**config.mk**
```make
export PLATFORM = sky130hd
export DESIGN_NAME = i2c_bus_unjam
export DESIGN_NICKNAME = d
export VERILOG_FILES = /design/src/rtl/i2c_unjam_pkg.sv /design/src/rtl/unjam_datapath.sv /design/src/rtl/unjam_control.sv /design/src/rtl/i2c_bus_unjam.sv
export SDC_FILE = /design/constraint.sdc
export NUM_CORES = 1
export LEC_CHECK = 0
export BUFFER_PORTS_ARGS = -buffer_cell sky130_fd_sc_hd__buf_2
export CORE_ASPECT_RATIO = 0.6
export CORE_MARGIN = 3
export CORE_UTILIZATION = 56
export DETAILED_ROUTE_END_ITERATION = 8
export PLACE_DENSITY_LB_ADDON = 0.1
export SYNTH_ARGS = -nofsm -noshare
export SYNTH_HDL_FRONTEND = slang
export SYNTH_SLANG_ARGS = --single-unit
```
**constraint.sdc**
```tcl
create_clock -name clk -period 2.8 [get_ports clk]
set_input_delay 0 -clock clk [delete_from_list [all_inputs] [get_ports clk]]
set_output_delay 0 -clock clk [all_outputs]
set_load 0.01 [all_outputs]
```
**src/rtl/i2c_unjam_pkg.sv**
```systemverilog
package i2c_unjam_pkg;

  typedef enum logic [2:0] {
    ST_IDLE,
    ST_PULSE_LOW,
    ST_PULSE_HIGH,
    ST_STOP_LOW,
    ST_STOP_HOLD
  } seqState_t;

  // control -> datapath strobes
  typedef struct packed {
    logic timerClear;
    logic timerRun;
    logic pulseClear;
    logic pulseStep;
    logic seqIdle;
  } seqStrobes_t;

  // datapath -> control flags
  typedef struct packed {
    logic timerAtEnd;
    logic lastPulse;
    logic wdFire;
  } seqFlags_t;

endpackage

```
**src/rtl/unjam_datapath.sv**
```systemverilog
module unjam_datapath
  import i2c_unjam_pkg::*;
#(
  parameter int HALF_CYCLES = 1000,
  parameter int PULSE_COUNT = 9,
  parameter int WDOG_CYCLES = 5000,
  parameter int MAX_TRIES   = 2
) (
  input  logic        clk,
  input  logic        rstN,
  input  logic        busBusy,
  input  seqStrobes_t strobes,
  output seqFlags_t   flags
);
  localparam int TW = $clog2(HALF_CYCLES + 1);
  localparam int PW = $clog2(PULSE_COUNT + 1);
  localparam logic [TW-1:0] T_LAST = TW'(HALF_CYCLES - 1);
  localparam logic [PW-1:0] P_LAST = PW'(PULSE_COUNT - 1);

  logic [TW-1:0] timerCnt;
  logic [PW-1:0] pulseIdx;
  logic wdFire;

  // phase timer
  always_ff @(posedge clk or negedge rstN) begin
    if (!rstN) timerCnt <= '0;
    else if (strobes.timerClear) timerCnt <= '0;
    else if (strobes.timerRun) timerCnt <= timerCnt + 1'b1;
  end

  // pulse counter
  always_ff @(posedge clk or negedge rstN) begin
    if (!rstN) pulseIdx <= '0;
    else if (strobes.pulseClear) pulseIdx <= '0;
    else if (strobes.pulseStep) pulseIdx <= pulseIdx + 1'b1;
  end

  generate
    if (MAX_TRIES > 0) begin : g_wdog
      localparam int WW = $clog2(WDOG_CYCLES + 1);
      localparam int RW = $clog2(MAX_TRIES + 1);
      localparam logic [WW-1:0] W_LAST = WW'(WDOG_CYCLES - 1);
      localparam logic [RW-1:0] R_MAX  = RW'(MAX_TRIES);
      logic [WW-1:0] wdCnt;
      logic [RW-1:0] tries;

      assign wdFire = strobes.seqIdle && busBusy && (wdCnt == W_LAST) && (tries < R_MAX);

      always_ff @(posedge clk or negedge rstN) begin
        if (!rstN) begin
          wdCnt <= '0;
          tries <= '0;
        end else if (!busBusy) begin
          wdCnt <= '0;
          tries <= '0;
        end else if (!strobes.seqIdle) begin
          wdCnt <= '0;
        end else if (wdFire) begin
          wdCnt <= '0;
          tries <= tries + 1'b1;
        end else if (wdCnt != W_LAST) begin
          wdCnt <= wdCnt + 1'b1;
        end
      end
    end else begin : g_nowdog
      assign wdFire = 1'b0;
    end
  endgenerate

  assign flags.timerAtEnd = (timerCnt == T_LAST);
  assign flags.lastPulse  = (pulseIdx == P_LAST);
  assign flags.wdFire     = wdFire;

endmodule

```
**src/rtl/unjam_control.sv**
```systemverilog
module unjam_control
  import i2c_unjam_pkg::*;
(
  input  logic        clk,
  input  logic        rstN,
  input  logic        swStart,
  input  logic        sclIn,
  input  seqFlags_t   flags,
  output seqStrobes_t strobes,
  output logic        sclDriveLow,
  output logic        sdaDriveLow,
  output logic        busy,
  output logic        done
);
  seqState_t state, nextState;
  logic finishing;
  logic phaseEnd;

  always_comb begin
    strobes         = '0;
    strobes.seqIdle = (state == ST_IDLE);
    nextState       = state;
    finishing       = 1'b0;
    phaseEnd        = 1'b0;
    unique case (state)
      ST_IDLE: begin
        strobes.timerClear = 1'b1;
        strobes.pulseClear = 1'b1;
        if (swStart || flags.wdFire) nextState = ST_PULSE_LOW;
      end
      ST_PULSE_LOW: begin
        strobes.timerRun = 1'b1;
        phaseEnd = flags.timerAtEnd;
        if (phaseEnd) nextState = ST_PULSE_HIGH;
      end
      ST_PULSE_HIGH: begin
        strobes.timerRun = sclIn;
        phaseEnd = sclIn && flags.timerAtEnd;
        if (phaseEnd) begin
          if (flags.lastPulse) nextState = ST_STOP_LOW;
          else begin
            strobes.pulseStep = 1'b1;
            nextState = ST_PULSE_LOW;
          end
        end
      end
      ST_STOP_LOW: begin
        strobes.timerRun = 1'b1;
        phaseEnd = flags.timerAtEnd;
        if (phaseEnd) nextState = ST_STOP_HOLD;
      end
      ST_STOP_HOLD: begin
        strobes.timerRun = sclIn;
        phaseEnd = sclIn && flags.timerAtEnd;
        if (phaseEnd) begin
          finishing = 1'b1;
          nextState = ST_IDLE;
        end
      end
      default: nextState = ST_IDLE;
    endcase
    if (phaseEnd) strobes.timerClear = 1'b1;
  end

  always_ff @(posedge clk or negedge rstN) begin
    if (!rstN) begin
      state <= ST_IDLE;
      done  <= 1'b0;
    end else begin
      state <= nextState;
      done  <= finishing;
    end
  end

  assign sclDriveLow = (state == ST_PULSE_LOW) || (state == ST_STOP_LOW);
  assign sdaDriveLow = (state == ST_STOP_LOW) || (state == ST_STOP_HOLD);
  assign busy        = (state != ST_IDLE);

endmodule

```
**src/rtl/i2c_bus_unjam.sv**
```systemverilog
module i2c_bus_unjam
  import i2c_unjam_pkg::*;
#(
  parameter int TICKS_PER_US   = 50,
  parameter int HALF_PERIOD_US = 20,
  parameter int PULSE_COUNT    = 9,
  parameter int WDOG_CYCLES    = 5000,
  parameter int MAX_TRIES      = 2
) (
  input  logic clk,
  input  logic rstN,
  input  logic swStart,
  input  logic busBusy,
  input  logic sclIn,
  output logic sclDriveLow,
  output logic sdaDriveLow,
  output logic busy,
  output logic done
);
  localparam int HALF_CYCLES = TICKS_PER_US * HALF_PERIOD_US;

  seqStrobes_t strobes;
  seqFlags_t   flags;

  unjam_control u_ctrl (
    .clk(clk), .rstN(rstN), .swStart(swStart), .sclIn(sclIn),
    .flags(flags), .strobes(strobes),
    .sclDriveLow(sclDriveLow), .sdaDriveLow(sdaDriveLow),
    .busy(busy), .done(done)
  );

  unjam_datapath #(
    .HALF_CYCLES(HALF_CYCLES), .PULSE_COUNT(PULSE_COUNT),
    .WDOG_CYCLES(WDOG_CYCLES), .MAX_TRIES(MAX_TRIES)
  ) u_dp (
    .clk(clk), .rstN(rstN), .busBusy(busBusy),
    .strobes(strobes), .flags(flags)
  );

endmodule

```
==> summary.txt, run 1 <==
Outcome
  – Run status: finished clean

Pwr
  – Worst supply voltage drop on vdd: 325 uV
  – Total leakage power: 0.783 nW
  – Fraction of power consumed by combinational cells: 0.122
  – Net Sw Frac: 0.280
  – Fraction of power consumed by sequential logic: 0.560
  – Cell-internal power: 0.754 mW
  – Net switching component of the power: 0.293 mW
  – Total power of the final layout: 1.05 mW
  – Clock network fraction of total power: 0.318
  – Power per Cell Area: 513 nW/um^2

Clock tree
  – Setup bufs post-CTS: 0
  – Reg clk slew, reported paths: 60 ps
  – Gates resized, CTS repair: 0
  – Clock buffer count from CTS: 5
  – Maximum clock insertion buffer count: 2
  – Skew-Pair Late Insertion Delay: 280 ps
  – Clock tree from TritonCTS: done
  – Number of buffers added to fix hold violations after cts: 2
  – # clock sinks: 33
  – Root buffer cell: sky130_fd_sc_hd__clkbuf_8
  – H-tree levels: 2

Global routing
  – Total global routing overflow: 0
  – Total GRT Usage: 0.242
  – First-pass GRT wire length: 7490 um
  – Initial antenna violation count: 0
  – Via count of the first global-routing pass: 1542
  – Largest net degree at the start of global routing: 34

Synth
  – Unique cell type count in the Yosys netlist: 46
  – Post-synth EDFFs: 0
  – Post-synth top area share: 0.443
  – Post-synth top flop: sky130_fd_sc_hd__dfrtp_1
  – Post-synthesis simple-gate area fraction: 0.289
  – Syn avg cell area: 9.57 um^2
  – Arithmetic-cell share of the synthesized area counting full adders, half adders and majority gates: 0.0268
  – Sequential area share after synthesis: 0.443
  – Xor/xnor cell area share of the yosys netlist: 0.0423
  – Share of flip-flops with an asynchronous set or reset: 1.00
  – Most common cell in the synthesized netlist: sky130_fd_sc_hd__dfrtp_1
  – Share of cell area taken by muxes after synthesis: 0.0168
  – Biggest area consumer among synthesized cells: sky130_fd_sc_hd__dfrtp_1
  – Largest cells by area after synthesis: sky130_fd_sc_hd__dfrtp_1 (44%), sky130_fd_sc_hd__a21oi_1 (4.6%), sky130_fd_sc_hd__nand3_1 (3.5%)
  – Area fraction in compound gates after synthesis: 0.146
  – Most frequent cells after synthesis: sky130_fd_sc_hd__dfrtp_1 (33), sky130_fd_sc_hd__a21oi_1 (17), sky130_fd_sc_hd__nand3_1 (13), sky130_fd_sc_hd__nor2_1 (13)
  – Synth Net Count: 204
  – Post-synth design cell area: 1870 um^2
  – Post-synthesis sequential element count: 33
  – Largest family of logic cells by synthesized area: simple AND/OR/NAND/NOR gates
  – Synth warn: 0
  – Mapped Cells: 195

Finish
  – Synthesis-to-layout area growth: 9.32%
  – Total Nets Final: 217
  – Share of cells above drive strength 1: 0.110
  – # diodes: 0

Min path
  – Worst hold path depth: 3
  – Hold-critical path endpoint: u_dp.g_wdog.tries[1]
  – Launch point of the worst hold path: busBusy
  – Worst hold-check path type: in2reg

Setup path
  – Endpoint type of the worst setup path: register
  – Reg2Reg Setup Slack: 690 ps
  – Critical path required time: 2920 ps
  – Reg-to-reg critical path startpoint: u_dp.g_wdog.wdCnt[0]
  – Critical path startpoint category: register
  – Type of the worst setup path: reg2reg
  – Crit Reg-Reg Endpoint: u_dp.g_wdog.wdCnt[7]
  – Arrival time at the worst endpoint: 2230 ps
  – Crit Path Max Fanout: 12
  – Worst Reg2Reg Path Length in Cells: 5

Detailed routing
  – Routed wire length: 4220 um
  – Detailed Route Iter0 Violations: 190
  – Router iterations before antenna repair: 4
  – Final ANT Viol Nets: 0
  – Vias: 1605
  – Via density per instance: 6.39
  – Routed wirelength normalized by instance count: 16.8 um
  – Residual DRC count: 0

Timing
  – Final hold slack: 40.9 ps
  – Clock skew after layout: 8.16 ps
  – Max_slew headroom: 0.523
  – Actual transition at the worst max-transition pin: 715 ps
  – Minimum clock period after layout: 2110 ps
  – Upper clock frequency limit: 0.474 GHz
  – Final setup viols: 0
  – Fraction of the cycle the final worst path needs: 0.754
  – Setup repair after global routing missed its margin: false
  – Final hold violation count: 0
  – Final max-slew violation count: 0
  – Minimum setup slack in the final design: 690 ps
  – Final sum of negative setup slack: 0 ps

Floorplanning
  – Core area: 3020 um^2
  – Vertical die dimension: 50.7 um
  – Die area: 4080 um^2
  – Die span in x: 80.5 um
  – Initial standard-cell utilization of the core: 0.617
  – Cell Rows: 15
  – Boundary Pins: 9

Place
  – Place WS: 682 ps
  – Number of buffers added on ports: 8
  – HPWL after DPL: 3110 um
  – Final Wtd Congestion: 0.887

Run
  – # Max-Cap Violations: 0
## power groups by stage
| stage | Clock (mW) | Combinational (mW) | Sequential, mW |
|---|---|---|---|
| floorplan | 0 | 0.0891 | 0.572 |
| global placement | 0 | 0.118 | 0.585 |
| detailed placement | 0 | 0.126 | 0.590 |
| CTS | 0.340 | 0.128 | 0.582 |
| global route | 0.364 | 0.149 | 0.595 |
| finish | 0.333 | 0.127 | 0.587 |
## kinds of logic (layout without fill, tap and decap cells)
logic type | after synthesis | after routing
compound gates | 46 | 46
xor+xnor | 9 | 9
fa+ha+maj | 4 | 4
buf+inv | 15 | 29
flops | 33 | 33
mux | 3 | 3
simple gates | 85 | 85
## state kept, by name, indices dropped and copies added (netlist names)
signal,count
u_dp.g_wdog.wdCnt,13
u_dp.g_wdog.tries,2
u_ctrl.state,3
u_dp.timerCnt,10
u_ctrl.done,1
u_dp.pulseIdx,4
## worst max-delay path by stage
stage	slack, ps	from	cells after the start	endpoint
finish	690	u_dp.g_wdog.wdCnt[0]	5	u_dp.g_wdog.wdCnt[7]
floorplan	1060	u_dp.g_wdog.wdCnt[0]	6	u_dp.g_wdog.wdCnt[2]
global route	520	u_dp.g_wdog.wdCnt[0]	5	u_dp.g_wdog.wdCnt[7]
global placement	830	u_dp.g_wdog.wdCnt[0]	5	u_dp.g_wdog.wdCnt[12]
detailed placement	680	u_dp.g_wdog.wdCnt[0]	5	u_dp.g_wdog.wdCnt[7]
CTS	690	u_dp.g_wdog.wdCnt[0]	5	u_dp.g_wdog.wdCnt[7]
## area by class of cell
| cell class | count | area (um^2) |
|---|---|---|
| flip-flops and latches | 33 | 826 |
| fillers | 240 | 982 |
| clock buffers | 8 | 80.1 |
| inverters | 9 | 33.8 |
| well taps | 42 | 52.6 |
| multi-input cells | 147 | 972 |
| repair buffers | 12 | 75.1 |
## worst max-delay path: stages (launching register included)
cell                        delay [ps]
sky130_fd_sc_hd__dfrtp_1           430
sky130_fd_sc_hd__ha_1              300
sky130_fd_sc_hd__nand4bb_1         120
sky130_fd_sc_hd__or4b_1            540
sky130_fd_sc_hd__nand3_1           360
sky130_fd_sc_hd__o21ai_0           210
## layer usage
layer / share of wire / track usage
met1: 0.49 / 0.373
met2: 0.40 / 0.341
met4: 0.0028 / 0.0478
met5: 0 / 0
met3: 0.097 / 0.0591
## cell usage in the layout, fill, tap and decap left out, types with 2 or more instances in the layout
master / instances
sky130_fd_sc_hd__a21oi_1: 17
sky130_fd_sc_hd__and4_1: 3
sky130_fd_sc_hd__buf_2: 8
sky130_fd_sc_hd__buf_4: 2
sky130_fd_sc_hd__clkbuf_1: 3
sky130_fd_sc_hd__clkbuf_8: 5
sky130_fd_sc_hd__dfrtp_1: 33
sky130_fd_sc_hd__dlygate4sd3_1: 2
sky130_fd_sc_hd__ha_1: 4
sky130_fd_sc_hd__inv_1: 9
sky130_fd_sc_hd__mux2i_1: 2
sky130_fd_sc_hd__nand2_1: 10
sky130_fd_sc_hd__nand2b_1: 2
sky130_fd_sc_hd__nand3_1: 13
sky130_fd_sc_hd__nand3b_1: 3
sky130_fd_sc_hd__nand4_1: 6
sky130_fd_sc_hd__nand4b_1: 2
sky130_fd_sc_hd__nand4bb_1: 2
sky130_fd_sc_hd__nor2_1: 13
sky130_fd_sc_hd__nor2b_1: 2
sky130_fd_sc_hd__nor3_1: 5
sky130_fd_sc_hd__nor3b_1: 2
sky130_fd_sc_hd__nor4_1: 3
sky130_fd_sc_hd__o21ai_0: 10
sky130_fd_sc_hd__o21ai_1: 5
sky130_fd_sc_hd__o31ai_1: 6
sky130_fd_sc_hd__or3_1: 2
sky130_fd_sc_hd__or4_1: 8
sky130_fd_sc_hd__xnor2_1: 7
sky130_fd_sc_hd__xor2_1: 2
## metrics by stage
| step | instance area (um^2) | utilization | std cells |
|---|---|---|---|
| 2_1_floorplan | 1870 | - | 195 |
| 3_3_place_gp | 1940 | 0.642 | 241 |
| 3_5_place_dp | 1940 | 0.642 | 241 |
| 4_1_cts | 2040 | 0.675 | 251 |
| 5_1_grt | 2040 | 0.675 | 251 |
| 6_report | 2040 | 0.675 | 251 |
Note: power is estimated with default switching activity, not from simulation.
==> run 2: changes to the inputs <==
- ABC_AREA: default -> 1
- clock period: 2.8 -> 2 ns (I/O delays scaled with it)
==> run 2 against run 1 <==
Effect of this change:
- non-clock buffer count shrank 1
- first-iteration DRC count grew 27%
- critical path type unchanged
- largest power group unchanged
- routed wire length grew 7.9%
- clock power grew 47%
- combinational power shrank 81%
- flip-flop and latch count is the same
- clock-buffer cell count is the same
- final cell count grew 35%
- synthesized cell count grew 43%
- fmax grew 24%
- cell area grew 8.6%
- register-to-register slack lost 390 ps
==> summary.txt, run 2 <==
Outcome
  – Run status: finished clean

Detailed routing
  – Router iterations before antenna repair: 5 (+1)
  – Residual DRC count: 0 (unchanged)
  – Routed wirelength normalized by instance count: 13.4 um (-20%)
  – Vias: 1801 (+12%)
  – Final ANT Viol Nets: 0 (unchanged)
  – Via density per instance: 5.30 (-17%)
  – Routed wire length: 4550 um (+7.9%)
  – Detailed Route Iter0 Violations: 242 (+27%)

Finish
  – Utilization after layout: 0.658 (-0.0165)
  – Area of the multi-input gates: 1020 um^2 (+4.9%)
  – Filler cell count: 301 (+25%)
  – Top library cells by usage in the layout, fill and taps aside: sky130_fd_sc_hd__nand2_1 (68), sky130_fd_sc_hd__inv_1 (41), sky130_fd_sc_hd__nor2_1 (33), sky130_fd_sc_hd__dfrtp_1 (33), sky130_fd_sc_hd__nand3_1 (29)
  – Total Nets Final: 303 (+40%)
  – Register area: 826 um^2 (unchanged)
  – Post-layout instance area: 2210 um^2 (+8.6%)
  – Share of cells above drive strength 1: 0.102 (-0.00835)
  – # diodes: 0 (unchanged)
  – Register with the most flip-flops: u_dp.g_wdog.wdCnt
  – Synthesis-to-layout area growth: 9.12%
  – Number of standard cells in the layout, taps in and fillers out: 340 (+35%)
  – Largest regs: u_dp.g_wdog.wdCnt: 13 flops, u_dp.timerCnt: 10 flops, u_dp.pulseIdx: 4 flops
  – Flip-flop count of the largest register after layout: 13 (unchanged)
  – Most common library cell in the layout ignoring fill and taps: sky130_fd_sc_hd__nand2_1

Synth
  – Mapped Cells: 278 (+43%)
  – Synth Net Count: 287 (+41%)
  – Largest cells by area after synthesis: sky130_fd_sc_hd__dfrtp_1 (41%), sky130_fd_sc_hd__nand2_1 (13%), sky130_fd_sc_hd__inv_1 (7.6%)
  – Syn avg cell area: 7.30 um^2 (-24%)
  – Most frequent cells after synthesis: sky130_fd_sc_hd__nand2_1 (68), sky130_fd_sc_hd__inv_1 (41), sky130_fd_sc_hd__dfrtp_1 (33), sky130_fd_sc_hd__nor2_1 (33), sky130_fd_sc_hd__nand3_1 (29)
  – Xor/xnor cell area share of the yosys netlist: 0.0388 (-0.00341)
  – Post-synthesis sequential element count: 33 (unchanged)
  – Most common cell in the synthesized netlist: sky130_fd_sc_hd__nand2_1
  – Post-synth EDFFs: 0 (unchanged)
  – Post-synth top area share: 0.407 (-0.0358)
  – Unique cell type count in the Yosys netlist: 28 (-39%)
  – Synth warn: 0 (unchanged)
  – Area fraction in compound gates after synthesis: 0.0567 (-0.0895)
  – Arithmetic-cell share of the synthesized area counting full adders, half adders and majority gates: 0.0247 (-0.00217)
  – Largest family of logic cells by synthesized area: simple AND/OR/NAND/NOR gates
  – Post-synthesis simple-gate area fraction: 0.382 (+0.0932)
  – Sequential area share after synthesis: 0.407 (-0.0358)
  – Share of cell area taken by muxes after synthesis: 0 (-0.0168)
  – Share of flip-flops with an asynchronous set or reset: 1.00 (unchanged)
  – Post-synth top flop: sky130_fd_sc_hd__dfrtp_1
  – Post-synth design cell area: 2030 um^2 (+8.8%)
  – Biggest area consumer among synthesized cells: sky130_fd_sc_hd__dfrtp_1

Clock tree
  – Maximum clock insertion buffer count: 2 (unchanged)
  – Clock buffer count from CTS: 5 (unchanged)
  – # clock sinks: 33 (unchanged)
  – Clock tree from TritonCTS: done
  – H-tree levels: 2 (unchanged)
  – Reg clk slew, reported paths: 70 ps (about the same)
  – Root buffer cell: sky130_fd_sc_hd__clkbuf_8
  – Skew-Pair Late Insertion Delay: 290 ps (about the same)

Timing
  – Final sum of negative setup slack: 0 ps (unchanged)
  – Actual transition at the worst max-transition pin: 739 ps (+23.3 ps)
  – Setup repair after global routing missed its margin: false
  – Upper clock frequency limit: 0.590 GHz (+24%)
  – Max_slew headroom: 0.507 (-0.0155)
  – Final max-slew violation count: 0 (unchanged)
  – Fraction of the cycle the final worst path needs: 0.848 (+0.0943)
  – Final setup viols: 0 (unchanged)
  – Final hold violation count: 0 (unchanged)
  – Minimum setup slack in the final design: 304 ps (-386 ps)
  – Clock skew after layout: 6.53 ps (-1.64 ps)
  – Minimum clock period after layout: 1700 ps (-414 ps)

Pwr
  – Worst supply voltage drop on vdd: 380 uV (+17%)
  – Power per Cell Area: 534 nW/um^2 (+4.0%)
  – Total leakage power: 1.14 nW (+46%)

Run
  – # Max-Cap Violations: 0 (unchanged)

Setup path
  – Crit Reg-Reg Endpoint: u_dp.g_wdog.wdCnt[9]
  – Worst Reg2Reg Path Length in Cells: 10 (+5)
  – Type of the worst setup path: reg2reg
  – Reg-to-reg critical path startpoint: u_dp.g_wdog.wdCnt[0]
  – End point of the critical path: u_dp.g_wdog.wdCnt[9]
  – Critical path required time: 2170 ps (-750 ps)
  – Arrival time at the worst endpoint: 1870 ps (-360 ps)
  – Endpoint type of the worst setup path: register
  – CP startpoint: u_dp.g_wdog.wdCnt[0]
  – Crit Path Max Fanout: 6 (-6)
  – Reg2Reg Setup Slack: 300 ps (-390 ps)
  – Critical path startpoint category: register

Floorplanning
  – Core area: 3360 um^2 (+11%)
  – Initial standard-cell utilization of the core: 0.603 (-0.0140)
  – Die span in x: 83.7 um (+4.0%)
  – Die area: 4410 um^2 (+7.9%)
  – Vertical die dimension: 52.6 um (+3.8%)
  – Boundary Pins: 9 (unchanged)
  – Cell Rows: 16 (+1)

Global routing
  – Total global routing overflow: 0 (unchanged)
  – Initial antenna violation count: 0 (unchanged)
  – Total GRT Usage: 0.234 (-0.00721)
  – Largest net degree at the start of global routing: 34 (unchanged)
  – Via count of the first global-routing pass: 1556 (+0.91%)
  – First-pass GRT wire length: 7790 um (+4.1%)

Place
  – Final Wtd Congestion: 0.927 (+4.5%)
  – Cells after DPL: 330 (+37%)
  – Place WS: 340 ps (-342 ps)
  – Post-detailed-placement cell area: 2110 um^2 (+9.0%)
  – Number of buffers added on ports: 8 (unchanged)
  – HPWL after DPL: 3350 um (+7.5%)

Min path
  – Worst hold-check path type: in2reg
-- run 2: cell types whose count changed after synthesis, sizes merged, moves of 6 or more --
cell | before | now
nand2 | 11 | 71
inv | 9 | 44
nor2 | 13 | 39
nand3 | 13 | 31
a21oi | 17 | 7
or4 | 8 | 0
o31ai | 6 | 0
xnor2 | 7 | 1
xor2 | 2 | 8
-- run 2: where the power goes --
group	internal, mW	switching, mW
clock network	0.247	0.244
logic	0.00591	0.0184
registers	0.667	0.0000000000000000580
total	0.920	0.262
-- run 2: repair_timing --
action,in CTS,in global routing
endpoints found under the hold margin,34,0
endpoints found under the setup margin,0,0
buffers inserted,0,0
gates resized for setup,0,0
hold buffers,2,0
-- run 2: through the flow --
step	power (mW)	hold slack [ps]
2_1_floorplan	0.682	-296
3_3_place_gp	0.702	103
3_5_place_dp	0.702	116
4_1_cts	1.19	20.3
5_1_grt	1.24	31.5
6_report	1.18	27.9
-- run 2: cell families (layout without fill, tap and decap cells) --
logic type	count (synthesis)	in the layout
compound gates	22	22
xor+xnor	9	9
flops	33	33
buf+inv	46	63
simple gates	164	164
fa+ha+maj	4	4
-- run 2: critical path, stage by stage, from the launching register on --
cell,delay (ps)
sky130_fd_sc_hd__dfrtp_1,370
sky130_fd_sc_hd__ha_1,260
sky130_fd_sc_hd__nand2_1,130
sky130_fd_sc_hd__inv_1,90
sky130_fd_sc_hd__nand2_1,70
sky130_fd_sc_hd__nor2_2,120
sky130_fd_sc_hd__nand2_1,90
sky130_fd_sc_hd__nand2_2,170
sky130_fd_sc_hd__inv_2,70
sky130_fd_sc_hd__nand3_1,120
sky130_fd_sc_hd__o21ai_1,90
-- run 2: cell type report --
class,instances,share of cell area
clock buffers,8,0.0362
multi-input cells,199,0.460
flip-flops and latches,33,0.373
well taps,45,0.0254
inverters,44,0.0746
repair buffers,11,0.0305
-- run 2: worst min path at each step --
| stage | start | end | cells past startpoint |
|---|---|---|---|
| 2_1_floorplan | rstN | u_ctrl.done | 0 |
| 3_3_place_gp | rstN | u_dp.g_wdog.wdCnt[3] | 1 |
| 3_5_place_dp | rstN | u_dp.g_wdog.wdCnt[3] | 1 |
| 4_1_cts | sclIn | u_ctrl.done | 3 |
| 5_1_grt | sclIn | u_ctrl.done | 3 |
| 6_report | sclIn | u_ctrl.done | 3 |
-- run 2: routing by layer --
metal,vias up,part of all wire,global-route usage
met4,0,0.0092,0.0561
met1,820,0.58,0.378
li1,922,-,-
met3,5,0.058,0.0722
met5,-,0,0
met2,54,0.35,0.289
